## config.mk

```make
export PLATFORM = sky130hd
export DESIGN_NAME = smb_reg_slave
export DESIGN_NICKNAME = d
export VERILOG_FILES = /design/src/rtl/srs_pkg.sv /design/src/rtl/srs_bitcnt.sv /design/src/rtl/srs_regfile.sv /design/src/rtl/smb_reg_slave.sv
export SDC_FILE = /design/constraint.sdc
export NUM_CORES = 1
export LEC_CHECK = 0
export ABC_CLOCK_PERIOD_IN_PS = 2700
export BUFFER_PORTS_ARGS = -buffer_cell sky130_fd_sc_hd__buf_2
export CORE_MARGIN = 10
export CORE_UTILIZATION = 50
export CTS_CLUSTER_SIZE = 24
export DETAILED_ROUTE_END_ITERATION = 16
export PLACE_DENSITY = 0.73
export SYNTH_ARGS = -nofsm -noshare
export SYNTH_HDL_FRONTEND = slang
export SYNTH_SLANG_ARGS = --single-unit
export TNS_END_PERCENT = 30
```

## constraint.sdc

```tcl
create_clock -name clk -period 2.7 [get_ports clk]
set_clock_uncertainty 0.2 [all_clocks]
set_input_delay 0.54 -clock clk [delete_from_list [all_inputs] [get_ports clk]]
set_output_delay 0.54 -clock clk [all_outputs]
set_load 0.02 [all_outputs]
```

## src/rtl/srs_pkg.sv

```systemverilog
package srs_pkg;
    localparam int BYTE_W = 8;
    localparam int ADDR_W = 4;

    typedef enum logic [3:0] {
        ST_IDLE, ST_ADDR, ST_ADDR_ACK, ST_CMD, ST_CMD_ACK, ST_CNT,
        ST_CNT_ACK, ST_WDAT, ST_WDAT_ACK, ST_TX, ST_TX_ACK, ST_WAIT
    } srs_state_e;
endpackage

```

## src/rtl/srs_bitcnt.sv

```systemverilog
module srs_bitcnt #(
    parameter int BITS = 8,
    localparam int CW = $clog2(BITS)
) (
    input  logic clk,
    input  logic rst_n,
    input  logic clr,
    input  logic en,
    output logic last
);
    logic [CW-1:0] cnt;

    always_ff @(posedge clk or negedge rst_n) begin
        if (!rst_n)   cnt <= '0;
        else if (clr) cnt <= '0;
        else if (en)  cnt <= (cnt == CW'(BITS-1)) ? '0 : cnt + 1'b1;
    end

    assign last = en && (cnt == CW'(BITS-1));
endmodule

```

## src/rtl/srs_regfile.sv

```systemverilog
module srs_regfile
    import srs_pkg::*;
#(
    parameter int          NUM_RW   = 7,
    parameter logic [7:0]  ID_VALUE = 8'h50
) (
    input  logic              clk,
    input  logic              rst_n,
    input  logic              we,
    input  logic [ADDR_W-1:0] waddr,
    input  logic [BYTE_W-1:0] wdata,
    input  logic [ADDR_W-1:0] raddr,
    input  logic [15:0]       adc0,
    input  logic [15:0]       adc1,
    output logic [BYTE_W-1:0] rdata
);
    logic [BYTE_W-1:0] store [NUM_RW];

    for (genvar g = 0; g < NUM_RW; g++) begin : g_cell
        always_ff @(posedge clk or negedge rst_n) begin
            if (!rst_n)                             store[g] <= '0;
            else if (we && waddr == ADDR_W'(g))     store[g] <= wdata;
        end
    end

    always_comb begin
        rdata = '0;
        if (int'(raddr) < NUM_RW) rdata = store[raddr];
        else begin
            unique case (raddr)
                4'hA:    rdata = ID_VALUE;
                4'hC:    rdata = adc0[7:0];
                4'hD:    rdata = adc0[15:8];
                4'hE:    rdata = adc1[7:0];
                4'hF:    rdata = adc1[15:8];
                default: rdata = '0;
            endcase
        end
    end
endmodule

```

## src/rtl/smb_reg_slave.sv

```systemverilog
module smb_reg_slave
    import srs_pkg::*;
#(
    parameter logic [6:0] SLV_ADDR = 7'h39,
    parameter logic [7:0] ID_VALUE = 8'h50
) (
    input  logic        clk,
    input  logic        rst_n,
    input  logic        cond_start,
    input  logic        cond_rstart,
    input  logic        cond_stop,
    input  logic        bit_stb,
    input  logic        bit_val,
    input  logic [15:0] adc0_val,
    input  logic [15:0] adc1_val,
    output logic        ack_o,
    output logic        tx_en_o,
    output logic        tx_bit_o,
    output logic        wr_stb_o,
    output logic        rd_stb_o,
    output logic [3:0]  reg_addr_o,
    output logic [7:0]  wr_data_o
);
    localparam int SPACE = 1 << ADDR_W;

    srs_state_e        state, nxt;
    logic [BYTE_W-1:0] sh, rx_byte, rf_rdata, blk_cnt;
    logic [ADDR_W-1:0] ptr;
    logic [BYTE_W-1:0] rem;
    logic              blk_q, ack_q, rw_q, last, shifting, any_start;

    assign any_start = cond_start | cond_rstart;
    assign rx_byte   = {sh[BYTE_W-2:0], bit_val};
    assign blk_cnt   = BYTE_W'(SPACE) - BYTE_W'(ptr);
    assign shifting  = (state == ST_ADDR) || (state == ST_CMD) || (state == ST_CNT)
                    || (state == ST_WDAT) || (state == ST_TX);

    srs_bitcnt #(.BITS(BYTE_W)) u_bitcnt (
        .clk(clk), .rst_n(rst_n),
        .clr(any_start | cond_stop),
        .en(bit_stb && shifting && !any_start && !cond_stop),
        .last(last)
    );

    srs_regfile #(.NUM_RW(7), .ID_VALUE(ID_VALUE)) u_regs (
        .clk(clk), .rst_n(rst_n),
        .we(wr_stb_o), .waddr(reg_addr_o), .wdata(wr_data_o),
        .raddr(ptr), .adc0(adc0_val), .adc1(adc1_val), .rdata(rf_rdata)
    );

    // state register
    always_ff @(posedge clk or negedge rst_n) begin
        if (!rst_n) state <= ST_IDLE;
        else        state <= nxt;
    end

    // next state
    always_comb begin
        nxt = state;
        if (any_start)      nxt = ST_ADDR;
        else if (cond_stop) nxt = ST_IDLE;
        else if (bit_stb) begin
            unique case (state)
                ST_ADDR:     if (last) nxt = ST_ADDR_ACK;
                ST_CMD:      if (last) nxt = ST_CMD_ACK;
                ST_CNT:      if (last) nxt = ST_CNT_ACK;
                ST_WDAT:     if (last) nxt = ST_WDAT_ACK;
                ST_TX:       if (last) nxt = ST_TX_ACK;
                ST_ADDR_ACK: nxt = !ack_q ? ST_WAIT : (rw_q ? ST_TX : ST_CMD);
                ST_CMD_ACK:  nxt = blk_q ? ST_CNT : ST_WDAT;
                ST_CNT_ACK:  nxt = ST_WDAT;
                ST_WDAT_ACK: nxt = ST_WDAT;
                ST_TX_ACK:   nxt = bit_val ? ST_WAIT : ST_TX;
                ST_IDLE:     nxt = ST_IDLE;
                ST_WAIT:     nxt = ST_WAIT;
                default:     nxt = ST_IDLE;
            endcase
        end
    end

    // datapath
    always_ff @(posedge clk or negedge rst_n) begin
        if (!rst_n) begin
            sh <= '0; ptr <= '0; rem <= '0;
            blk_q <= 1'b0; ack_q <= 1'b0; rw_q <= 1'b0;
            wr_stb_o <= 1'b0; rd_stb_o <= 1'b0;
            reg_addr_o <= '0; wr_data_o <= '0;
        end else begin
            wr_stb_o <= 1'b0;
            rd_stb_o <= 1'b0;
            if (bit_stb && !any_start && !cond_stop) begin
                unique case (state)
                    ST_ADDR: begin
                        sh <= rx_byte;
                        if (last) begin
                            ack_q <= (rx_byte[7:1] == SLV_ADDR);
                            rw_q  <= rx_byte[0];
                        end
                    end
                    ST_CMD: begin
                        sh <= rx_byte;
                        if (last) begin
                            ptr   <= rx_byte[ADDR_W-1:0];
                            blk_q <= rx_byte[4];
                            ack_q <= 1'b1;
                        end
                    end
                    ST_CNT: begin
                        sh <= rx_byte;
                        if (last) begin
                            rem   <= rx_byte;
                            ack_q <= 1'b1;
                        end
                    end
                    ST_WDAT: begin
                        sh <= rx_byte;
                        if (last) begin
                            if (!blk_q || rem != '0) begin
                                ack_q      <= 1'b1;
                                wr_stb_o   <= 1'b1;
                                reg_addr_o <= ptr;
                                wr_data_o  <= rx_byte;
                                ptr        <= ptr + 1'b1;
                                if (blk_q) rem <= rem - 1'b1;
                            end else begin
                                ack_q <= 1'b0;
                            end
                        end
                    end
                    ST_TX: sh <= {sh[BYTE_W-2:0], 1'b1};
                    ST_ADDR_ACK: begin
                        if (ack_q && rw_q) begin
                            if (blk_q) begin
                                sh  <= blk_cnt;
                                rem <= blk_cnt;
                            end else begin
                                sh         <= rf_rdata;
                                rd_stb_o   <= 1'b1;
                                reg_addr_o <= ptr;
                                ptr        <= ptr + 1'b1;
                            end
                        end
                    end
                    ST_TX_ACK: begin
                        if (!bit_val) begin
                            if (!blk_q || rem != '0) begin
                                sh         <= rf_rdata;
                                rd_stb_o   <= 1'b1;
                                reg_addr_o <= ptr;
                                ptr        <= ptr + 1'b1;
                                if (blk_q) rem <= rem - 1'b1;
                            end else begin
                                sh <= '1;
                            end
                        end
                    end
                    default: ;
                endcase
            end
        end
    end

    // outputs
    always_comb begin
        ack_o    = 1'b0;
        tx_en_o  = 1'b0;
        tx_bit_o = 1'b0;
        unique case (state)
            ST_ADDR_ACK, ST_CMD_ACK, ST_CNT_ACK, ST_WDAT_ACK: ack_o = ack_q;
            ST_TX: begin
                tx_en_o  = 1'b1;
                tx_bit_o = sh[BYTE_W-1];
            end
            default: ;
        endcase
    end
endmodule

```

After elaboration in Yosys (flattened, before gate mapping)

Index checks and enable logic that the tools add are counted.
Widths: inputs -> output; s select.

$add $sub $neg: 4
Magnitude comparators: 2
Equal/unequal tests: 38
Muxes and demuxes: 63
Bitwise logic cells: 3
Reduce and logical (&&, ||, !) cells: 44

Operators by type and width:

| operator           | count |
|---|---|
| $mux 8             | 14 |
| $mux 4             | 21 |
| $pmux 8 s4         | 2 |
| $pmux 4 s10        | 1 |
| $pmux 8 s5         | 1 |
| $eq 4x4->1 const B | 9 |
| $eq 4x3->1 const B | 7 |
| $bmux 8 s3         | 1 |
| $ne 4x4->1 const B | 5 |
| $eq 4x2->1 const B | 4 |
| $ne 2x2->1 const B | 8 |
| $pmux 4 s4         | 1 |
| $logic_and 1x1->1  | 14 |
| $mux 1             | 14 |
| $reduce_and 7->1   | 2 |
| $pmux 4 s3         | 1 |
| $reduce_and 6->1   | 2 |
| $reduce_bool 4->1  | 3 |
| $mux 3             | 3 |
| $reduce_bool 3->1  | 3 |
| $eq 4x1->1 const B | 2 |
| $reduce_and 4->1   | 2 |
| $reduce_bool 8->1  | 1 |
| $reduce_or 4->1    | 2 |
| other kinds (21)   | 31 |

Register bits after elaboration: 100
Bits of input ports: 39
Output and inout bits: 17

Logic depth before layout (Yosys ltp)

Gate-level depths: netlist (run 1).

Depth in word-level cells: 14
Gate-level depth with buffers: 10

Cells and area by module

A second synthesis (run 1) with hierarchy kept.

Cell total of the unflattened synthesis: 503
Area, all modules: 5779.3 um^2

Modules (own cells, without submodules):

| module        | instances | cells an instance | area an instance (um^2) | sequential area each (um^2) |
|---|---|---|---|---|
| srs_regfile   | 1         | 210               | 3039.2                  | 1401.3 |
| smb_reg_slave | 1         | 280               | 2582.5                  | 1026.0 |
| srs_bitcnt    | 1         | 13                | 157.7                   | 75.1 |

Worst setup path before layout (run 1)

No wires, ideal clock.

Path type: reg2reg
From: register ptr[1]
To: register sh[3]
Setup time: 0.126 ns
Arrival: 2.090 ns
Slack: 0.284 ns
Cell stages (with the launch flop): 10
Path through: dfrtp_1 buf_2 buf_1 inv_1 ha_1 clkbuf_1 a22o_1 a221oi_1 nor4_1 o32a_1

Longest elaborated chain between the ends: 8

RTL lines:

| element                                    | line                                       | RTL |
|---|---|---|
| from (decl)                                | smb_reg_slave.sv:28                        | `logic [ADDR_W-1:0] ptr;` |
| from (signal assigned)                     | smb_reg_slave.sv:103                       | `ptr <= rx_byte[ADDR_W-1:0];` |
| from (signal assigned)                     | smb_reg_slave.sv:123                       | `ptr <= ptr + 1'b1;` |
| from (signal assigned)                     | smb_reg_slave.sv:140                       | `ptr <= ptr + 1'b1;` |
| $not 4->5 (implied by the code)            | srs_regfile.sv:28                          | `if (int'(raddr) < NUM_RW) rdata = store[raddr];` |
| $bmux 8 s3                                 | srs_regfile.sv:28                          |  |
| $mux 8 (implied by the code) (2 in series) | srs_regfile.sv:28                          |  |
| $mux 8                                     | srs_regfile.sv:28                          |  |
| $mux 8, on equally long branches           | smb_reg_slave.sv:146, smb_reg_slave.sv:133 |  |
| $mux 8, on equally long branches           | smb_reg_slave.sv:145, smb_reg_slave.sv:132 |  |
| $pmux 8 s4 *                               | smb_reg_slave.sv:92                        | `unique case (state)` |
| to (signal assigned)                       | smb_reg_slave.sv:94                        | `sh <= rx_byte;` |
| to (signal assigned)                       | smb_reg_slave.sv:101                       | `sh <= rx_byte;` |
| to (signal assigned)                       | smb_reg_slave.sv:147                       | `sh <= rf_rdata;` |
| to (decl)                                  | smb_reg_slave.sv:27                        | `logic [BYTE_W-1:0] sh, rx_byte, rf_rdata, blk_cnt;` |

Mark *: on every way between the ends. The rest lies on a longest branch, timed or not. The select of a mux whose other input is x is not followed.
A chain may end at the register's enable or synchronous reset.

Worst setup path in the final report (run 1)

From: register state[2]
To: output ack_o

Longest elaborated chain between the ends: 3

RTL lines:

| element                            | line                 | RTL |
|---|---|---|
| from (decl)                        | smb_reg_slave.sv:26  | `srs_state_e state, nxt;` |
| from (signal assigned)             | smb_reg_slave.sv:54  | `else state <= nxt;` |
| $eq 4x2->1 (tied with other cells) | smb_reg_slave.sv:168 | `unique case (state)` |
| $reduce_or 4->1 *                  | smb_reg_slave.sv:168 |  |
| $mux 1 *                           | smb_reg_slave.sv:168 |  |
| to (decl)                          | smb_reg_slave.sv:16  | `output logic ack_o,` |

Mark *: on every way between the ends. The rest lies on a longest branch, timed or not.

==> results of run 1 <==
[power groups by stage]
| stage | Clock (uW) | Sequential [uW] | Combinational, uW |
|---|---|---|---|
| finish | 1280 | 1610 | 221 |
| global route | 1360 | 1610 | 244 |
| floorplan | 0 | 1590 | 119 |
| detailed placement | 0 | 1630 | 216 |
| CTS | 1300 | 1600 | 219 |
| global placement | 0 | 1630 | 206 |
[per-stage QoR]
| stage | power [uW] | hold WS (ps) | setup slack [ps] | instance area (um2) |
|---|---|---|---|---|
| 2_1_floorplan | 1710 | 44.4 | 284 | 5710 |
| 3_3_place_gp | 1840 | 280 | 181 | 6210 |
| 3_5_place_dp | 1850 | 292 | 112 | 6210 |
| 4_1_cts | 3110 | 62.4 | 18.3 | 6500 |
| 5_1_grt | 3210 | 88.1 | 28.3 | 6530 |
| 6_report | 3110 | 28.2 | 114 | 6530 |
[timing repair]
action,CTS,global route
hold buffers,0,0
setup endpoints to repair,0,2
gates resized for setup,0,5
[kinds of logic after synthesis]
kind of cell | share of synthesized area
flops | 0.438
simple gates | 0.129
compound gates | 0.184
xor+xnor | 0.00460
buf+inv | 0.0418
fa+ha+maj | 0.0153
mux | 0.188
[synth_stat cells, types with 5 or more instances]
cell	instances
dfrtp_1	100
clkbuf_8	6
a21oi_1	27
nand3b_1	5
nand2_1	21
buf_2	8
a21o_1	8
nor3_1	11
mux4_2	6
ha_1	7
clkbuf_1	13
mux2_2	77
a31oi_1	7
a221oi_1	5
nand3_1	7
o31ai_1	8
mux2i_1	7
a22oi_1	16
o21ai_0	24
inv_1	12
nor2_1	28
[final cells by class]
cell class                      instances  area (um2)
Sequential cell                       100        2500
Timing Repair Buffer                   86         513
Clock buffer                            9         225
Clock inverter                          7        68.8
Tap cell                              140         175
Inverter                               13        48.8
Multi-Input combinational cell        366        3000
Fill cell                             927        4500
[worst max path at each step]
stage,start,endpoint,slack (ps)
final,state[2],ack_o,110
after global routing,state[2],ack_o,30
after CTS,state[2],ack_o,20
after detailed placement,cond_stop,rem[2],110
after global placement,cond_stop,reg_addr_o[2],180
after floorplan,ptr[1],sh[3],280
[sequential cells by signal, indices dropped and copies added, names as in the netlist]
register      cells
state             4
ack_q             1
reg_addr_o        4
u_regs.store     56
ptr               4
sh                8
rem               8
rd_stb_o          1
u_bitcnt.cnt      3
blk_q             1
wr_stb_o          1
rw_q              1
wr_data_o         8
[worst max-delay path: cells and delay by family (launching register included)]
kind / cells / cell delay [ps]
AOI/OAI and AO/OA: 1 / 190
buffers and inverters: 3 / 550
DFF: 1 / 470
and+or+nand+nor: 1 / 280
[per-layer routing]
| layer | vias up | routed length [um] | track usage |
|---|---|---|---|
| li1 | 2069 | - | - |
| met1 | 2322 | 6310 | 0.231 |
| met2 | 197 | 7920 | 0.334 |
| met3 | 31 | 1050 | 0.0471 |
| met4 | 0 | 352 | 0.0549 |
| met5 | - | 0 | 0 |
==> flow_metrics.py, run 1 <==
metrics = {
    "sta": {
        "max_freq_ghz": 0.387,
        "worst_slew_pin_slew_ps": 793,
        "slew_headroom": 0.467,
        "setup_tns_ps": 0,
        "finalCritPeriodShare": 0.958,
        "hold_viol_final": 0,
        "layout_min_cycle_time_ps": 2590,
        "setup_violations": 0,
        "grt_setup_unrepaired": "no",
        "slew_viol_final": 0,
    },
    "route": {
        "dr.pass1.iters": 6,
        "drtIter0Drc": 448,
        "vias": 4619,
        "drt_wl_total_um": 15600,
        "wl_per_cell_um": 21.7,
        "via_per_inst": 6.41,
        "drc_errors": 0,
        "drtAntennaViolNets": 0,
    },
    "place": {
        "portBuffers": 55,
        "placedCellCount": 705,
        "gp_congestion": 0.927,
        "hpwl_um": 11400,
    },
    "power": {
        "p_int_uw": 2280,
        "netSwitchingPower_uw": 829,
        "p_seq_frac": 0.517,
        "combPwrFrac": 0.071,
        "leakage_uw": 0.00304,
        "p_clk_frac": 0.412,
        "netSwitchingFraction": 0.267,
        "vdd_ir_drop_max_mv": 0.495,
        "powerDensity_nw_per_um2": 476,
    },
    "setup_path": {
        "reg2reg_to": "reg_addr_o[2]",
        "path_class": "flip-flop to primary output",
        "crit_path_end_kind": "primary output",
        "path_common_cell": "buf_4",
        "cp_max_fo": 11,
        "crit_path_cell_trace": "buf_4 -> o21ai_0 -> buf_4 -> nor4bb_4 -> buf_4",
        "crit_slowest_cell": "dfrtp_2",
        "critPathLaunchType": "flip-flop",
        "crit_arrival_ps": 1850,
        "timing.rr.start": "rem[0]",
        "r2r_slack_ps": 200,
        "critical_path.max_stage_delay_ps": 470,
        "rr_worst_depth": 7,
        "worstPathRequired_ps": 1960,
    },
    "yosys": {
        "syn-cell-area_um2": 5710,
        "yosysWarnings": 0,
        "avgSynthCellArea_um2": 11.2,
        "yosys.area.top_type": "dfrtp_1",
        "synth_top_area_share": 0.438,
        "syn-instance-count": 509,
        "synth_nets": 555,
        "synth_cell_types": 79,
        "yosysSeqAreaShare": 0.438,
        "synth_seq_cells": 100,
        "synth-edff-count": 0,
        "synth_ff_type": "dfrtp_1",
        "synthTopCellsByArea": "dfrtp_1 (44%), mux2_2 (15%), a21oi_1 (2.4%), mux4_2 (2.4%), o21ai_0 (2.1%)",
        "synth-async-reset-ratio": 1.00,
    },
    "layout": {
        "fin_util": 0.592,
        "antenna_cells": 0,
        "instances_no_fill": 721,
        "mostFrequentLayoutCells": "dfrtp_1 (99), mux2_2 (77), buf_2 (53)",
        "final_common_cell": "dfrtp_1",
        "area_delta_synth_final_pct": 14.3,
        "nNetsFinal": 622,
        "final_layout_size_suffix_gt1_frac": 0.361,
    },
    "grt": {
        "grt_pass1_vias": 4696,
        "grtUsageTotal": 0.192,
        "grt_overflow": 0,
        "antenna_found_initial": 0,
        "grt_first_pass_wirelength_um": 25400,
        "grt_max_degree": 57,
    },
    "clock_tree": {
        "insertion_delay_ps": 360,
        "htree_levels": 3,
        "cts_tree": "built",
        "clock-sinks": 100,
        "post-cts-setup-buffers": 0,
        "clk_pin_slew_worst_paths_ps": 70,
        "numCtsBuffers": 9,
        "clockRootBuffer": "clkbuf_16",
        "clockBufferDepth": 2,
    },
    "floorplan": {
        "start_util": 0.518,
        "ios": 56,
        "die_y_um": 127,
        "dieArea_um2": 16100,
        "die_width_um": 127,
        "rows": 38,
        "core_area_um2": 11000,
    },
    "flow_run": {
        "drv_cap": 0,
    },
    "status": {
        "status": "finished, final reports clean",
    },
    "worst_hold_path": {
        "min_path_type": "primary input to async pin",
    },
}
Power figures use the tool's default switching activity.
==> run 2, diff against run 1 <==
REMOVE_ABC_BUFFERS = 1   (was default)
==> flow_metrics.py, run 2 (synthesis results as in run 1) <==
metrics = {
    "status": {
        "status": "finished, final reports clean",
    },
    "sta": {
        "hold_viol_final": 0,
        "finalCritPeriodShare": 0.941,
        "worst_slew_pin_slew_ps": 696,
        "grt_setup_unrepaired": "no",
        "slew_headroom": 0.534,
        "slew_viol_final": 0,
        "hold_slack_ps": 253,
        "setup_tns_ps": 0,
        "setup_violations": 0,
        "max_freq_ghz": 0.394,
        "layout_min_cycle_time_ps": 2540,
    },
    "setup_path": {
        "critical_path.max_stage_delay_ps": 680,
        "path_class": "flip-flop to primary output",
        "crit_slowest_cell": "dfrtp_1",
        "crit_path_end_kind": "primary output",
        "worstPathRequired_ps": 1960,
        "critPathLaunchType": "flip-flop",
        "crit_path_cell_trace": "buf_4 -> nor3_1 -> nor4bb_1 -> buf_2",
        "crit_arrival_ps": 1800,
        "cp_max_fo": 13,
    },
    "clock_tree": {
        "clock-sinks": 100,
        "post-cts-setup-buffers": 0,
        "clk_pin_slew_worst_paths_ps": 80,
        "clockRootBuffer": "clkbuf_16",
        "numCtsBuffers": 9,
        "htree_levels": 3,
        "clockBufferDepth": 2,
        "insertion_delay_ps": 360,
        "cts_tree": "built",
    },
    "place": {
        "gp_congestion": 0.886,
        "hpwl_um": 11000,
        "placedCellCount": 705,
        "portBuffers": 55,
    },
    "power": {
        "p_seq_frac": 0.510,
        "leakage_uw": 0.00304,
        "p_int_uw": 2310,
        "vdd_ir_drop_max_mv": 0.459,
        "p_clk_frac": 0.421,
        "netSwitchingFraction": 0.263,
        "powerDensity_nw_per_um2": 480,
        "netSwitchingPower_uw": 825,
        "combPwrFrac": 0.068,
    },
    "grt": {
        "grt_pass1_vias": 4610,
        "grt_first_pass_wirelength_um": 24300,
        "grt_max_degree": 49,
        "antenna_found_initial": 0,
        "grtUsageTotal": 0.184,
        "grt_overflow": 0,
    },
    "layout": {
        "fin_util": 0.593,
        "mostFrequentLayoutCells": "dfrtp_1 (99), mux2_2 (77), buf_2 (54)",
        "largest-register": "u_regs.store",
        "final_layout_size_suffix_gt1_frac": 0.359,
        "antenna_cells": 0,
        "area_delta_synth_final_pct": 14.4,
        "nFillCells": 906,
        "nNetsFinal": 623,
        "largest_reg_flops": 56,
        "instances_no_fill": 722,
        "final_common_cell": "dfrtp_1",
    },
    "route": {
        "wl_per_cell_um": 20.4,
        "drt_wl_total_um": 14700,
        "via_per_inst": 6.30,
        "drtIter0Drc": 302,
        "drtAntennaViolNets": 0,
        "dr.pass1.iters": 5,
        "drc_errors": 0,
        "vias": 4546,
    },
    "floorplan": {
        "core_area_um2": 11000,
        "die_width_um": 127,
        "ios": 56,
        "rows": 38,
        "start_util": 0.518,
        "die_y_um": 127,
        "dieArea_um2": 16100,
    },
    "flow_run": {
        "drv_cap": 0,
    },
    "worst_hold_path": {
        "min_path_type": "primary input to flip-flop",
    },
}
[run 2: changes by cell type in the layout (fill, tap and decap cells not counted)]
cell / change
buf_4: -2
buf_12: +1
buf_2: +1
clkbuf_8: +1
clkinv_2: -1
clkinvlp_4: -1
dlygate4sd3_1: +1
inv_6: +1
nor4bb_1: +1
nor4bb_4: -1
o221ai_2: +1
o221ai_4: -1
[run 2: per-stage QoR]
step	setup slack (ps)	cell area [um2]	power, uW
5_1_grt	17.3	6540	3250
6_report	159	6540	3140
4_1_cts	99.3	6540	3160
3_5_place_dp	110	6220	1840
3_3_place_gp	169	6220	1830
2_1_floorplan	170	5520	1710
[run 2: layout make-up]
class,count,area [um2],area share
Multi-Input combinational cell,366,2970,0.455
Sequential cell,100,2500,0.383
Timing Repair Buffer,87,533,0.0815
Clock buffer,10,239,0.0366
Tap cell,140,175,0.0268
Clock inverter,6,65.1,0.00995
Inverter,13,48.8,0.00747
[run 2: what timing repair did]
| action | CTS | global route |
|---|---|---|
| hold buffers | 1 | 0 |
| hold endpoints to repair | 28 | 0 |
| endpoints found under the setup margin | 0 | 1 |
| resized for setup | 0 | 1 |
[run 2: layer usage]
| layer | up-vias | part of all wire | track usage |
|---|---|---|---|
| li1 | 2076 | - | - |
| met3 | 27 | 0.066 | 0.0441 |
| met5 | - | 0 | 0 |
| met1 | 2268 | 0.41 | 0.231 |
| met2 | 175 | 0.50 | 0.302 |
| met4 | 0 | 0.027 | 0.0683 |
[run 2: final timing paths]
path / startpoint / endpoint / slack [ps] / cells past startpoint
max: state[3] / ack_o / 160 / 4
min: cond_start / state[0] / 250 / 3
max reg2reg: rem[0] / rem[3] / 170 / 6
min reg2reg: u_regs.store[52] / u_regs.store[52] / 300 / 1
max in group asynchronous: rst_n / state[1] / 1170 / 3
min in group asynchronous: rst_n / sh[7] / 460 / 2
[run 2: power groups by stage]
stage               sequential (uW)  combinational [uW]  clock [uW]
finish                         1600                 214        1320
CTS                            1600                 215        1340
floorplan                      1600                 110           0
global placement               1630                 204           0
detailed placement             1630                 211           0
global route                   1610                 241        1410
[run 2: worst max-delay path, delay by kind of cell, from the launching register on]
family	cells	cell delay (ps)
flip-flops	1	680
buffers and inverters	2	450
AND/OR/NAND/NOR	2	310
